`src/rtl/dmag_pkg.sv`:
```
package dmag_pkg;
   typedef enum logic [2:0] {
      AM_DIRECT  = 3'd0,
      AM_PTR     = 3'd1,
      AM_DISP    = 3'd2,
      AM_PREDEC  = 3'd3,
      AM_POSTINC = 3'd4
   } am_e;

   localparam logic [1:0] PSEL_FIRST = 2'd0;
   localparam logic [1:0] PSEL_RSVD  = 2'd3;

   typedef struct packed {
      logic sel_direct;
      logic add_disp;
      logic step_down;
      logic step_up;
      logic bad;
   } am_dec_t;
endpackage

```
`src/rtl/dmag_decode.sv`:
```
module dmag_decode
   import dmag_pkg::*;
(
   input  logic [2:0] mode,
   input  logic [1:0] ptr_sel,
   output am_dec_t    dec
);
   logic rsvd_ptr;
   assign rsvd_ptr = (ptr_sel == PSEL_RSVD);

   always_comb begin
      dec = '0;
      case (mode)
         AM_DIRECT:  dec.sel_direct = 1'b1;
         AM_PTR:     dec.bad = rsvd_ptr;
         AM_DISP: begin
            dec.add_disp = 1'b1;
            dec.bad      = rsvd_ptr || (ptr_sel == PSEL_FIRST);
         end
         AM_PREDEC: begin
            dec.step_down = 1'b1;
            dec.bad       = rsvd_ptr;
         end
         AM_POSTINC: begin
            dec.step_up = 1'b1;
            dec.bad     = rsvd_ptr;
         end
         default:    dec.bad = 1'b1;
      endcase
   end
endmodule

```
`src/rtl/dmag_arith.sv`:
```
module dmag_arith
   import dmag_pkg::*;
#(
   parameter int ADDR_W = 16,
   parameter int DISP_W = 6
) (
   input  am_dec_t             dec,
   input  logic [ADDR_W-1:0]   ptr_val,
   input  logic [ADDR_W-1:0]   direct_addr,
   input  logic [DISP_W-1:0]   disp,
   output logic [ADDR_W-1:0]   addr,
   output logic                wb,
   output logic [ADDR_W-1:0]   wb_val
);
   localparam int PAD_W = ADDR_W - DISP_W;
   localparam logic [ADDR_W-1:0] ONE = ADDR_W'(1);

   logic [ADDR_W-1:0] disp_ext;
   logic [ADDR_W-1:0] ptr_dn;
   logic [ADDR_W-1:0] ptr_up;
   logic [ADDR_W-1:0] ptr_off;

   assign disp_ext = {{PAD_W{1'b0}}, disp};
   assign ptr_dn   = ptr_val - ONE;
   assign ptr_up   = ptr_val + ONE;
   assign ptr_off  = ptr_val + disp_ext;

   always_comb begin
      addr   = ptr_val;
      wb     = 1'b0;
      wb_val = '0;
      if (dec.sel_direct) begin
         addr = direct_addr;
      end else if (dec.add_disp) begin
         addr = ptr_off;
      end else if (dec.step_down) begin
         addr   = ptr_dn;
         wb     = 1'b1;
         wb_val = ptr_dn;
      end else if (dec.step_up) begin
         wb     = 1'b1;
         wb_val = ptr_up;
      end
   end
endmodule

```
`src/rtl/dmag_stage.sv`:
```
module dmag_stage #(
   parameter int W      = 8,
   parameter bit REG_EN = 1'b1
) (
   input  logic         clk,
   input  logic         rst_n,
   input  logic [W-1:0] d,
   output logic [W-1:0] q
);
   generate
      if (REG_EN) begin : g_reg
         logic [W-1:0] q_r;
         always_ff @(posedge clk or negedge rst_n) begin
            if (!rst_n) q_r <= '0;
            else        q_r <= d;
         end
         assign q = q_r;
      end else begin : g_wire
         assign q = rst_n ? d : '0;
      end
   endgenerate
endmodule

```
`src/rtl/dmag_top.sv`:
```
module dmag_top
   import dmag_pkg::*;
#(
   parameter int ADDR_W = 16,
   parameter int DISP_W = 6,
   parameter bit REG_OUT = 1'b1
) (
   input  logic              clk,
   input  logic              rst_n,
   input  logic              req_valid,
   input  logic [2:0]        mode,
   input  logic [1:0]        ptr_sel,
   input  logic [ADDR_W-1:0] ptr_val,
   input  logic [ADDR_W-1:0] direct_addr,
   input  logic [DISP_W-1:0] disp,
   output logic              out_valid,
   output logic [ADDR_W-1:0] eff_addr,
   output logic              wb_en,
   output logic [1:0]        wb_ptr_sel,
   output logic [ADDR_W-1:0] wb_value,
   output logic              illegal
);
   localparam int PACK_W = 1 + ADDR_W + 1 + 2 + ADDR_W + 1;

   generate
      if (DISP_W < 1 || DISP_W >= ADDR_W) begin : g_bad_disp
         $error("dmag_top: DISP_W must be between 1 and ADDR_W-1");
      end
      if (ADDR_W < 2) begin : g_bad_addr
         $error("dmag_top: ADDR_W must be at least 2");
      end
   endgenerate

   am_dec_t           dec;
   logic [ADDR_W-1:0] a_addr;
   logic              a_wb;
   logic [ADDR_W-1:0] a_wbv;
   logic              keep;
   logic [PACK_W-1:0] nxt;
   logic [PACK_W-1:0] cur;

   dmag_decode i_dec (
      .mode    (mode),
      .ptr_sel (ptr_sel),
      .dec     (dec)
   );

   dmag_arith #(.ADDR_W(ADDR_W), .DISP_W(DISP_W)) i_arith (
      .dec         (dec),
      .ptr_val     (ptr_val),
      .direct_addr (direct_addr),
      .disp        (disp),
      .addr        (a_addr),
      .wb          (a_wb),
      .wb_val      (a_wbv)
   );

   assign keep = req_valid && !dec.bad;
   assign nxt  = {req_valid,
                  keep ? a_addr : {ADDR_W{1'b0}},
                  keep && a_wb,
                  (keep && a_wb) ? ptr_sel : 2'd0,
                  (keep && a_wb) ? a_wbv : {ADDR_W{1'b0}},
                  req_valid && dec.bad};

   dmag_stage #(.W(PACK_W), .REG_EN(REG_OUT)) i_stage (
      .clk   (clk),
      .rst_n (rst_n),
      .d     (nxt),
      .q     (cur)
   );

   assign {out_valid, eff_addr, wb_en, wb_ptr_sel, wb_value, illegal} = cur;
endmodule

```
`config.mk`:
```
export PLATFORM = sky130hd
export DESIGN_NAME = dmag_top
export DESIGN_NICKNAME = d
export VERILOG_FILES = /design/src/rtl/dmag_pkg.sv /design/src/rtl/dmag_decode.sv /design/src/rtl/dmag_arith.sv /design/src/rtl/dmag_stage.sv /design/src/rtl/dmag_top.sv
export SDC_FILE = /design/constraint.sdc
export NUM_CORES = 1
export LEC_CHECK = 0
export BUFFER_PORTS_ARGS = -buffer_cell sky130_fd_sc_hd__buf_2
export CAP_MARGIN = 20
export CORE_MARGIN = 3
export CORE_UTILIZATION = 30
export DETAILED_ROUTE_END_ITERATION = 10
export GPL_TIMING_DRIVEN = 1
export PLACE_DENSITY = 0.62
export RECOVER_POWER = 50
export REMOVE_ABC_BUFFERS = 1
export SETUP_SLACK_MARGIN = 0.3
export SLEW_MARGIN = 20
export SYNTH_ARGS = -nofsm -noshare
export SYNTH_HDL_FRONTEND = slang
export SYNTH_HIERARCHICAL = 1
export SYNTH_SLANG_ARGS = --single-unit
```
`constraint.sdc`:
```
create_clock -name clk -period 0.8 [get_ports clk]
set_input_delay 0.16 -clock clk [delete_from_list [all_inputs] [get_ports clk]]
set_output_delay 0.16 -clock clk [all_outputs]
set_load 0.005 [all_outputs]
```
Word-level counts from Yosys, hierarchy flattened
Cells that the tools add are included.
Operators by class
  mux-type cells: 19
  reduce and logical (&&, ||, !) cells: 8
  equality and inequality tests: 5
  add/subtract/negate cells: 3
Operators by type and width (number)
  $mux W16: 9
  $add A16 B1 Y16 const B: 1
  $add A16 B6 Y16: 1
  $sub A16 B1 Y16 const B: 1
  $mux W1: 8
  $eq A3 B2 Y1 const B: 2
  $eq A3 B1 Y1 const B: 1
  $eq A3 B3 Y1 const B: 1
  $logic_and A1 B1 Y1: 3
  $logic_not A3 Y1: 1
  $pmux W1 S3: 1
  $reduce_or A3 Y1: 1
  $eq A2 B2 Y1 const B: 1
  $logic_not A2 Y1: 1
  $mux W2: 1
  $logic_not A1 Y1: 1
  $logic_or A1 B1 Y1: 1
Word-level totals
  output and inout bits: 37
  flip-flop bits (word level): 37
  logic and storage cells: 36

Longest topological paths before layout
Gate-level depths: netlist (run 1).
  word-level depth: 8
  gate-level depth with buffers: 10
  mapped depth without buffers: 8

By module
The synthesis (run 1) kept the hierarchy.
Modules (own cells, without submodules)
  dmag_arith: instances 1, cells each 278, sequential area each 0.0 um2, area each 1731.7 um2
  dmag_stage: instances 1, cells each 37, sequential area each 925.9 um2, area each 925.9 um2
  dmag_top: instances 1, cells each 43, sequential area each 0.0 um2, area each 396.6 um2
  dmag_decode: instances 1, cells each 10, sequential area each 0.0 um2, area each 71.3 um2

Worst setup path after synthesis (run 1)
OpenSTA, ideal clock, no wires.
  kind: input to register
  start: in ptr_val[0]
  end: reg i_stage.g_reg.q_r[34] (netlist: i_stage/q[34])
  setup time: 0.120 ns
  required time: 0.680 ns
  data arrival time: 2.204 ns
  setup slack: -1.524 ns
  stages on the path: 9
  buffers on the path: 2
  path through: clkbuf_1 > inv_1 > ha_1 > or3b_2 > clkbuf_1 > or4_4 > o2111ai_1 > o311ai_1 > and3b_1
On the way
  word-level cells in the longest chain between the ends: 5
  elaborated cells on any way between the ends: 6
Ends and longest elaborated chain
  start: declaration: RTL line dmag_top.sv:13  | input logic [ADDR_W-1:0] ptr_val,
  $sub A16 B1 Y16: RTL line dmag_arith.sv:24  | assign ptr_dn = ptr_val - ONE;
  $mux W16: RTL line dmag_arith.sv:36  | end else if (dec.step_down) begin
  $mux W16 (*): RTL line dmag_arith.sv:34  | end else if (dec.add_disp) begin
  $mux W16 (*): RTL line dmag_arith.sv:32  | if (dec.sel_direct) begin
  via a_addr[14]: RTL line dmag_top.sv:35  | logic [ADDR_W-1:0] a_addr;
  $mux W16 (*): RTL line dmag_top.sv:60  | keep ? a_addr : {ADDR_W{1'b0}},
  via nxt[34]: RTL line dmag_top.sv:39  | logic [PACK_W-1:0] nxt;
  end signal: assignment: RTL line dmag_stage.sv:14  | if (!rst_n) q_r <= '0;
  end signal: assignment: RTL line dmag_stage.sv:15  | else q_r <= d;
  end: declaration: RTL line dmag_stage.sv:12  | logic [W-1:0] q_r;
Mark *: on every way through the listed nets, which the timed path passes. The rest lies on a longest branch.

==> results of run 1 <==
## cell usage after synthesis, drive strengths merged (5+ instances only)
cell / number / area share (%)
o21ai: 19 / 3.0
inv: 13 / 1.6
buf: 16 / 4.0
and3b: 19 / 5.4
clkbuf: 14 / 1.8
dfrtp: 37 / 30
nand3: 8 / 1.3
nor4: 9 / 2.0
ha: 9 / 3.6
xnor2: 12 / 3.4
or3: 5 / 1.0
nor3: 13 / 2.1
a31oi: 9 / 1.8
and4b: 18 / 6.0
a211oi: 10 / 2.4
nor2: 27 / 3.2
nand2: 29 / 3.5
xor2: 8 / 2.2
a21oi: 24 / 3.8
## worst max-delay path, cell delays in order
cell and delay [ns]:
buf_6 0.09, and3b_2 0.25, buf_6 0.11, or4b_4 0.49
nor4b_4 0.22, buf_4 0.16, a31oi_1 0.06, mux2i_1 0.15
o21ai_1 0.08, and3b_1 0.18
## worst paths after layout
path,from,endpoint,slack (ns),cells after the start
worst min-delay path,rst_n,i_stage/q[30],0.05,2
min in group clk,ptr_sel[1],i_stage/q[18],0.19,2
worst max-delay path,mode[2],i_stage/q[35],-0.95,10
max in group asynchronous,rst_n,i_stage/q[6],0.18,2
## cells by family (layout without fill, tap and decap cells)
| kind of cell | Yosys count | count (layout) |
|---|---|---|
| buffers and inverters | 43 | 237 |
| DFF | 37 | 37 |
| AOI/OAI and AO/OA | 96 | 96 |
| adders and majority gates | 10 | 10 |
| muxes | 2 | 2 |
| and+or+nand+nor | 160 | 160 |
| xor gates and xnor gates | 20 | 20 |
## repair_timing
item,in CTS,in global routing
pin swaps,75,48
cloned,3,0
resized for setup,184,36
setup buffers,32,8
endpoints found under the setup margin,73,74
endpoints found under the hold margin,37,37
## where the power goes
group	total, µW	switching [µW]	internal, µW
Clock	1780	762	1020
Sequential	1950	15.5	1930
Combinational	2160	1100	1070
## per-stage QoR
stage | setup TNS, ns | cells | setup WS (ns) | hold WS [ns] | utilization, %
detailed placement | -43.34 | 644 | -1.437 | 0.1444 | 42.51
finish | -32.29 | 695 | -0.9518 | 0.05341 | 56.33
CTS | -31.03 | 687 | -0.9242 | -0.1913 | 54.20
global route | -35.31 | 695 | -1.022 | 0.1214 | 56.33
floorplan | -73.55 | 338 | -2.484 | -0.1356 | -
global placement | -43.03 | 644 | -1.451 | 0.1434 | 42.51
## layout by cell type (no fill, tap or decap), types with 12 or more instances in the layout
master	count
a21oi_1	15
buf_4	91
nand2_1	20
buf_6	44
o21ai_1	14
dfrtp_1	37
and3b_1	18
buf_2	70
and4b_1	12
nor2_1	17
## metal layers
layer  track usage, %  share of wire, %
met5                0                 0
met4            7.033               3.2
met3            3.045               5.8
met2            40.23                50
met1            27.06                41
## area by class of cell
cell class                 count  area share [%]
clock inverter                 2          0.6693
timing repair buffer         216           30.30
clock buffer                   6           1.473
multi-input combinational    288           46.94
tap                          133           2.967
inverter                      13           1.138
sequential                    37           16.51
==> run metrics, run 1 <==
startpoint types input pin; PwrDens 1050 nW/µm²; relative slew slack 40.71%; dpl cell area 4232 µm²; global-route usage over all layers 22.19%; register area share after synthesis 29.62%; # fillers 848; Fin. Hold Viols 0; Worst-path clk slew 0.09 ns; final worst path period need 1.752 ns; initial core utilization 31.40%; RSZ-0062 raised after global routing yes; first-pass GRT wire length 20420 µm; adder-cell share of the synthesized area 4.243%; Vert. Die Dim 108.1 µm; initial antenna violation count 0; DR vias/cell 5.491; mapped cell area 3125 µm²; CTS tree yes; Area growth syn-to-layout 79.42%; HP Class input pin to asynchronous set/reset pin; Die ar. 11680 µm²; share of cells above drive strength 1 59.07%; Largest register FFs 37; Routed WL per cell 18.77 µm; Post-Synth Simple-Gate Area 32.39%; DR DRC count 0; Top-Level Pins 83; Synth Register Bits 37; syn_area_per_cell 8.493 µm²; DR vias 3816; vias in the first global route 3987; count of unique library cells instantiated by Yosys 65; row count 36; fin area 5608 µm²; fmax 570.8 MHz; static leakage 0.002686 µW; # H-tree levels 2; max-slew violation count 0; 1st-iter DRT viols 197; Nets 617; clk sinks 37; Antenna Cells 0; wirelength, routed 13050 µm; overall power 5886 µW; crit end category register; Max FO, Critical Path 4; pin count of the biggest net entering global routing 38; Yosys Warn Count 6; final worst slack -0.9518 ns; Register Area 925.9 µm²; grt ovf 0; Critical Path RT 1.00 ns; ANT nets after route 0; Core ar. 9955 µm²; outcome finished with violations; Crit Path Category input pin to register; VDD IR max 0.0006727 V; Worst EP arrival 1.95 ns; Max clock buf depth 2; xor/xnor share of the synthesized area 5.604%; worst slew pin tran 0.8893 ns; cells after synthesis 368; Compound-Gate Fraction of Synth Area 20.14%; DP Wirelength 8484 µm; Root Buffer clkbuf_8; failing checks setup timing; I/O Buffers 82; post-synthesis mux area share 0.6405%; RD Place Congestion 0.9104; DR pass1 iterations 4; Multi-input gate area 2633 µm²; Final Cycle Share 219.0%; fraction of registers with async set/reset 100.0%; final setup vio count 73; largest family of logic cells by synthesized area simple AND/OR/NAND/NOR gates; predominant post-synthesis flop cell dfrtp_1; EDFF count, synth 0; Die X 108.1 µm; maximum capacitance violations 0; TritonCTS Buffers 5
No activity file was read; power rests on OpenSTA's default activity.
==> run 2: changes to the inputs <==
Settings changed: PLACE_DENSITY 0.62 to 0.63, SYNTH_HIERARCHICAL 1 to unset.
==> run 2 against run 1 <==
  * The flow finishes with violations (hold timing, setup timing)
  * Critical endpoint is now i_stage.q[26]
  * Area after synthesis is 7.5% lower
  * Flip-flop and latch count unchanged
  * Clock-buffer cell count down 1
  * Sequential power about the same
  * Utilization is 2.0 points higher
  * Sequential share of layout area increased by 0.58 points
==> run metrics, run 2 <==
share of cells above drive strength 1 61.82% (was 59.07%); Fin. Hold Viols 37 (was 0); startpoint types input pin (unchanged); Core ar. 9284 µm² (was 9955 µm²); VDD IR max 0.0007608 V (was 0.0006727 V); NetSw 1995 µW (was 1873 µW); final setup vio count 73 (unchanged); Area growth syn-to-layout 87.36% (was 79.42%); grt ovf 0 (unchanged); Int Pwr 4366 µW (was 4013 µW); count of unique library cells instantiated by Yosys 70 (was 65); predominant post-synthesis flop cell dfrtp_1 (unchanged); TritonCTS Buffers 5 (unchanged); wire length on met2 6345 µm (was 6547 µm); global-route usage over all layers 22.86% (was 22.19%); initial antenna violation count 0 (unchanged); EDFF count, synth 0 (unchanged); part of the power in combinational logic 37.1% (was 36.8%); initial core utilization 31.15% (was 31.40%); wirelength, routed 13050 µm (about the same); 1st-iter DRT viols 394 (was 197); worst slew pin tran 0.5438 ns (was 0.8893 ns); Antenna Cells 0 (unchanged); Max FO, Critical Path 3 (was 4); top cells by area, synth dfrtp_1 (32%), o21ai_0 (4.7%), a21oi_1 (4.2%), ha_1 (3.9%), nor2_1 (3.8%) (was dfrtp_1 (30%), and3b_1 (5.0%), a21oi_1 (3.8%), and4b_1 (3.8%), ha_1 (3.6%)); fmax 631.4 MHz (was 570.8 MHz); Finished Layout Cells 679 (was 695); first-pass GRT wire length 19860 µm (was 20420 µm); Worst EP arrival 1.77 ns (was 1.95 ns); clk sinks 37 (unchanged); mapped cell area 2892 µm² (was 3125 µm²); final worst slack -0.7837 ns (was -0.9518 ns); Synth area leader dfrtp_1 (unchanged); Largest register FFs 37 (unchanged); row count 35 (was 36); Register Area 925.9 µm² (unchanged); Synth Register Bits 37 (unchanged); Yosys Warn Count 0 (was 6); top layer in use met4 (unchanged); syn_area_per_cell 8.381 µm² (was 8.493 µm²); most common cell after layout, fill and taps aside buf_4 (unchanged); I/O Buffers 82 (unchanged); CTS tree yes (unchanged); outcome finished with violations (unchanged); met1 WL 5288 µm (was 5327 µm); RSZ-0062 raised after global routing yes (unchanged); DR pass1 iterations 5 (was 4); DR DRC count 0 (unchanged); overall power 6360 µW (was 5886 µW); crit end category register (unchanged); Post-Place Cells 642 (was 644); Die X 104.2 µm (was 108.1 µm); Synth top area share 32.02% (was 29.62%); fraction of registers with async set/reset 100.0% (unchanged); Routed WL per cell 19.22 µm (was 18.77 µm); sw frac 31.36% (was 31.82%); Root Buffer clkbuf_8 (unchanged); Flop pwr share 31.1% (was 33.0%); Multi-input gate area 2421 µm² (was 2633 µm²); Final Cycle Share 198.0% (was 219.0%); most frequent cells in the layout buf_4 (106), buf_2 (67), buf_6 (41) (was buf_4 (91), buf_2 (70), buf_6 (44)); Hold Slack -0.06108 ns (was 0.05341 ns); Vert. Die Dim 104.2 µm (was 108.1 µm); Critical Path RT 0.99 ns (was 1.00 ns); DR vias 3799 (was 3816); # fillers 783 (was 848); # H-tree levels 2 (unchanged); Worst-path clk slew 0.09 ns (about the same); setup TNS -23.48 ns (was -32.29 ns); ANT nets after route 0 (unchanged); Die ar. 10850 µm² (was 11680 µm²); dpl ws -1.204 ns (was -1.437 ns); HP Class input pin to asynchronous set/reset pin (unchanged); top-count cell post-synth dfrtp_1 (unchanged); RD Place Congestion 0.9191 (was 0.9104); DP Wirelength 8602 µm (was 8484 µm); Max clock buf depth 2 (unchanged); Clock power frac 31.8% (was 30.2%); register area share after synthesis 32.02% (was 29.62%); Nets 605 (was 617); Synth top cells by count dfrtp_1 (37), nor2_1 (29), o21ai_0 (27) (was dfrtp_1 (37), nand2_1 (29), nor2_1 (27)); cells after synthesis 345 (was 368); static leakage 0.002415 µW (was 0.002686 µW); final worst path period need 1.584 ns (was 1.752 ns); vias in the first global route 3720 (was 3987); DR vias/cell 5.595 (was 5.491); WL met3 1010 µm (was 753 µm); max-slew violation count 0 (unchanged); relative slew slack 63.75% (was 40.71%); Crit Path Category input pin to register (unchanged); failing checks hold timing, setup timing (was setup timing); PwrDens 1174 nW/µm² (was 1050 nW/µm²); Top-Level Pins 83 (unchanged); maximum capacitance violations 0 (unchanged); pin count of the biggest net entering global routing 38 (unchanged)
==> run 2: critical path, cell delays in order <==
cell and delay, ns:
buf_8 0.08, ha_4 0.13, inv_2 0.04, fa_2 0.34
nor2b_2 0.14, o31a_1 0.20, buf_4 0.14, buf_6 0.10
o211ai_1 0.09, a31oi_1 0.26, o31ai_2 0.08
==> run 2: power groups by stage <==
stage                     Sequential [µW]  Combinational [µW]  Clock [µW]
final                                1980                2360        2020
after global routing                 1990                2500        2130
after floorplan                      2030                 592           0
after detailed placement             2020                1630           0
after CTS                            1980                2040        2060
after global placement               2020                1610           0
==> run 2: timing repair <==
| item | in CTS | in global routing |
|---|---|---|
| setup endpoints to repair | 73 | 73 |
| cloned | 0 | 0 |
| setup buffers | 17 | 12 |
| hold endpoints to repair | 37 | 37 |
| pin swaps | 53 | 46 |
| resized for setup | 142 | 70 |
==> run 2: metal layers <==
metal / GRT usage [%] / up-vias
met4: 9.402 / 0
met2: 37.60 / 194
li1: - / 1715
met3: 4.159 / 36
met1: 29.58 / 1854
met5: 0 / -
==> run 2: area by class of cell <==
class	count	share of cell area [%]
Clock buffer	5	1.270
Clock inverter	3	1.201
Inverter	10	0.8314
Multi-Input combinational cell	272	44.69
Sequential cell	37	17.09
Tap cell	129	2.979
Timing Repair Buffer	223	31.94
==> run 2: final timing paths <==
check	start	slack [ns]	depth (start not counted)	end
setup / recovery	ptr_val[0]	-0.78	11	i_stage.q[26]
hold / removal	rst_n	-0.06	2	i_stage.q[31]
max in group asynchronous	rst_n	0.49	2	i_stage.q[5]
min in group clk	ptr_sel[0]	0.09	2	i_stage.q[17]
==> run 2: cell families after synthesis <==
kind of cell             count (synthesis)  synth area share [%]
adder cells (fa/ha/maj)                 10                 4.587
XOR/XNOR                                12                 3.635
AO/OA/AOI/OAI                          114                 25.70
flip-flops                              37                 32.02
AND/OR/NAND/NOR                        129                 25.62
buffers and inverters                   36                 5.928
multiplexers                             7                 2.510
==> run 2: metrics by stage <==
step	utilization (%)	cell area [µm²]	hold WS [ns]
floorplan	-	2758	-0.1356
global placement	45.05	4183	0.1382
detailed placement	45.05	4183	0.1462
CTS	54.23	5035	-0.1858
global route	58.36	5418	0.005409
finish	58.36	5418	-0.06108
==> run 3: changes to the inputs <==
Settings changed: RECOVER_POWER 50 to unset.
==> run 3 against run 2 <==
  * The run still ends with hold timing, setup timing left
  * Routed wire length rose by 0.19%
  * Final area rose by 0.23%
  * First-iteration DRC count fell by 3.6%
  * Critical path type unchanged
  * Critical endpoint unchanged
==> run metrics, run 3 (synthesized netlist as in run 2, its figures left out) <==
initial antenna violation count 0 (unchanged); Hold Slack -0.1902 ns (was -0.06108 ns); Max clock buf depth 2 (unchanged); Largest register FFs 37 (unchanged); Top-Level Pins 83 (unchanged); clk sinks 37 (unchanged); Final Cycle Share 199.5% (was 198.0%); Max FO, Critical Path 3 (unchanged); ANT nets after route 0 (unchanged); overall power 6369 µW (was 6360 µW); setup TNS -23.55 ns (was -23.48 ns); RD Place Congestion 0.9191 (unchanged); row count 35 (unchanged); pin count of the biggest net entering global routing 38 (unchanged); DR DRC count 0 (unchanged); sw frac 31.34% (was 31.36%); startpoint types input pin (unchanged); Nets 605 (unchanged); 1st-iter DRT viols 380 (was 394); DP Wirelength 8602 µm (unchanged); final setup vio count 73 (unchanged); VDD IR max 0.0007607 V (was 0.0007608 V); Worst EP arrival 1.78 ns (was 1.77 ns); static leakage 0.002419 µW (was 0.002415 µW); met1 WL 5327 µm (was 5288 µm); DR vias 3812 (was 3799); Vert. Die Dim 104.2 µm (unchanged); first-pass GRT wire length 19860 µm (unchanged); worst slew pin tran 0.4266 ns (was 0.5438 ns); Int Pwr 4373 µW (was 4366 µW); # H-tree levels 2 (unchanged); NetSw 1996 µW (was 1995 µW); final worst path period need 1.596 ns (was 1.584 ns); initial core utilization 31.15% (unchanged); Area growth syn-to-layout 87.80% (was 87.36%); Fin. Hold Viols 37 (unchanged); global-route usage over all layers 22.86% (unchanged); PwrDens 1173 nW/µm² (was 1174 nW/µm²); wirelength, routed 13080 µm (was 13050 µm); top layer in use met4 (unchanged); TritonCTS Buffers 5 (unchanged); WL met3 1004 µm (was 1010 µm); Root Buffer clkbuf_8 (unchanged); most common cell after layout, fill and taps aside buf_4 (unchanged); CTS tree yes (unchanged); fmax 626.5 MHz (was 631.4 MHz); part of the power in combinational logic 37.2% (was 37.1%); share of cells above drive strength 1 61.82% (unchanged); HP Class input pin to asynchronous set/reset pin (unchanged); Die X 104.2 µm (unchanged); maximum capacitance violations 0 (unchanged); DR vias/cell 5.614 (was 5.595); Core ar. 9284 µm² (unchanged); crit end category register (unchanged); vias in the first global route 3720 (unchanged); outcome finished with violations (unchanged); Crit Path Category input pin to register (unchanged); I/O Buffers 82 (unchanged); Critical Path RT 0.98 ns (was 0.99 ns); Die ar. 10850 µm² (unchanged); Flop pwr share 31.1% (about the same); grt ovf 0 (unchanged); DR pass1 iterations 5 (unchanged); most frequent cells in the layout buf_4 (106), buf_2 (67), buf_6 (41) (unchanged); failing checks hold timing, setup timing (unchanged); Routed WL per cell 19.26 µm (was 19.22 µm); Worst-path clk slew 0.08 ns (was 0.09 ns); RSZ-0062 raised after global routing yes (unchanged); wire length on met2 6369 µm (was 6345 µm); final worst slack -0.7961 ns (was -0.7837 ns); Antenna Cells 0 (unchanged); Clock power frac 31.7% (was 31.8%); relative slew slack 71.43% (was 63.75%); max-slew violation count 0 (unchanged)
run 3: changes by cell type in the layout (fill, tap and decap cells not counted):
| cell | change |
|---|---|
| clkbuf_4 | -1 |
| buf_12 | +1 |
run 3: final cells by class:
type	count	area, µm²
repair buffers	223	1743
clock buffers	5	68.82
multi-input cells	272	2421
clock inverters	3	65.06
flip-flops and latches	37	925.9
well taps	129	161.4
inverters	10	45.04
fillers	783	3854
run 3: critical path, cell delays in order:
cell      delay (ns)
buf_8           0.08
ha_4            0.13
inv_2           0.03
fa_2            0.34
nor2b_2         0.14
o31a_1          0.20
buf_4           0.14
buf_6           0.10
o211ai_1        0.09
a31oi_1         0.27
o31ai_2         0.08
run 3: routing by layer:
| layer | up-vias | track usage [%] |
|---|---|---|
| met1 | 1871 | 29.58 |
| met2 | 192 | 37.60 |
| met5 | - | 0 |
| met4 | 0 | 9.402 |
| li1 | 1712 | - |
| met3 | 37 | 4.159 |
run 3: power by group through the flow:
stage	Clock [µW]	Combinational, µW	Sequential, µW
3_3_place_gp	0	1610	2020
5_1_grt	2130	2510	1990
3_5_place_dp	0	1630	2020
4_1_cts	2060	2040	1980
2_1_floorplan	0	592	2030
6_report	2020	2370	1980
run 3: worst max-delay path by stage:
stage	startpoint	slack (ns)	end	cells past startpoint
after global routing	ptr_val[0]	-0.84	i_stage.q[32]	10
after floorplan	ptr_sel[0]	-1.00	i_stage.q[32]	6
after global placement	ptr_val[0]	-1.16	i_stage.q[30]	9
after detailed placement	ptr_val[0]	-1.20	i_stage.q[30]	9
after CTS	ptr_val[12]	-0.73	i_stage.q[35]	6
final	ptr_val[0]	-0.80	i_stage.q[26]	11
run 3: timing repair:
| action | in CTS | in global routing |
|---|---|---|
| resized for setup | 142 | 70 |
| endpoints found under the hold margin | 37 | 37 |
| pin swaps | 53 | 46 |
| setup buffers | 17 | 12 |
| setup endpoints to repair | 73 | 73 |
run 3: through the flow:
step / std cells / hold WS, ns / util (%) / setup slack [ns] / instance area, µm²
finish: 679 / -0.1902 / 58.49 / -0.7961 / 5430
global placement: 642 / 0.1382 / 45.05 / -1.157 / 4183
floorplan: 319 / -0.1356 / - / -1.004 / 2758
detailed placement: 642 / 0.1462 / 45.05 / -1.204 / 4183
global route: 679 / -0.1701 / 58.49 / -0.8398 / 5430
CTS: 667 / -0.1858 / 54.23 / -0.7286 / 5035
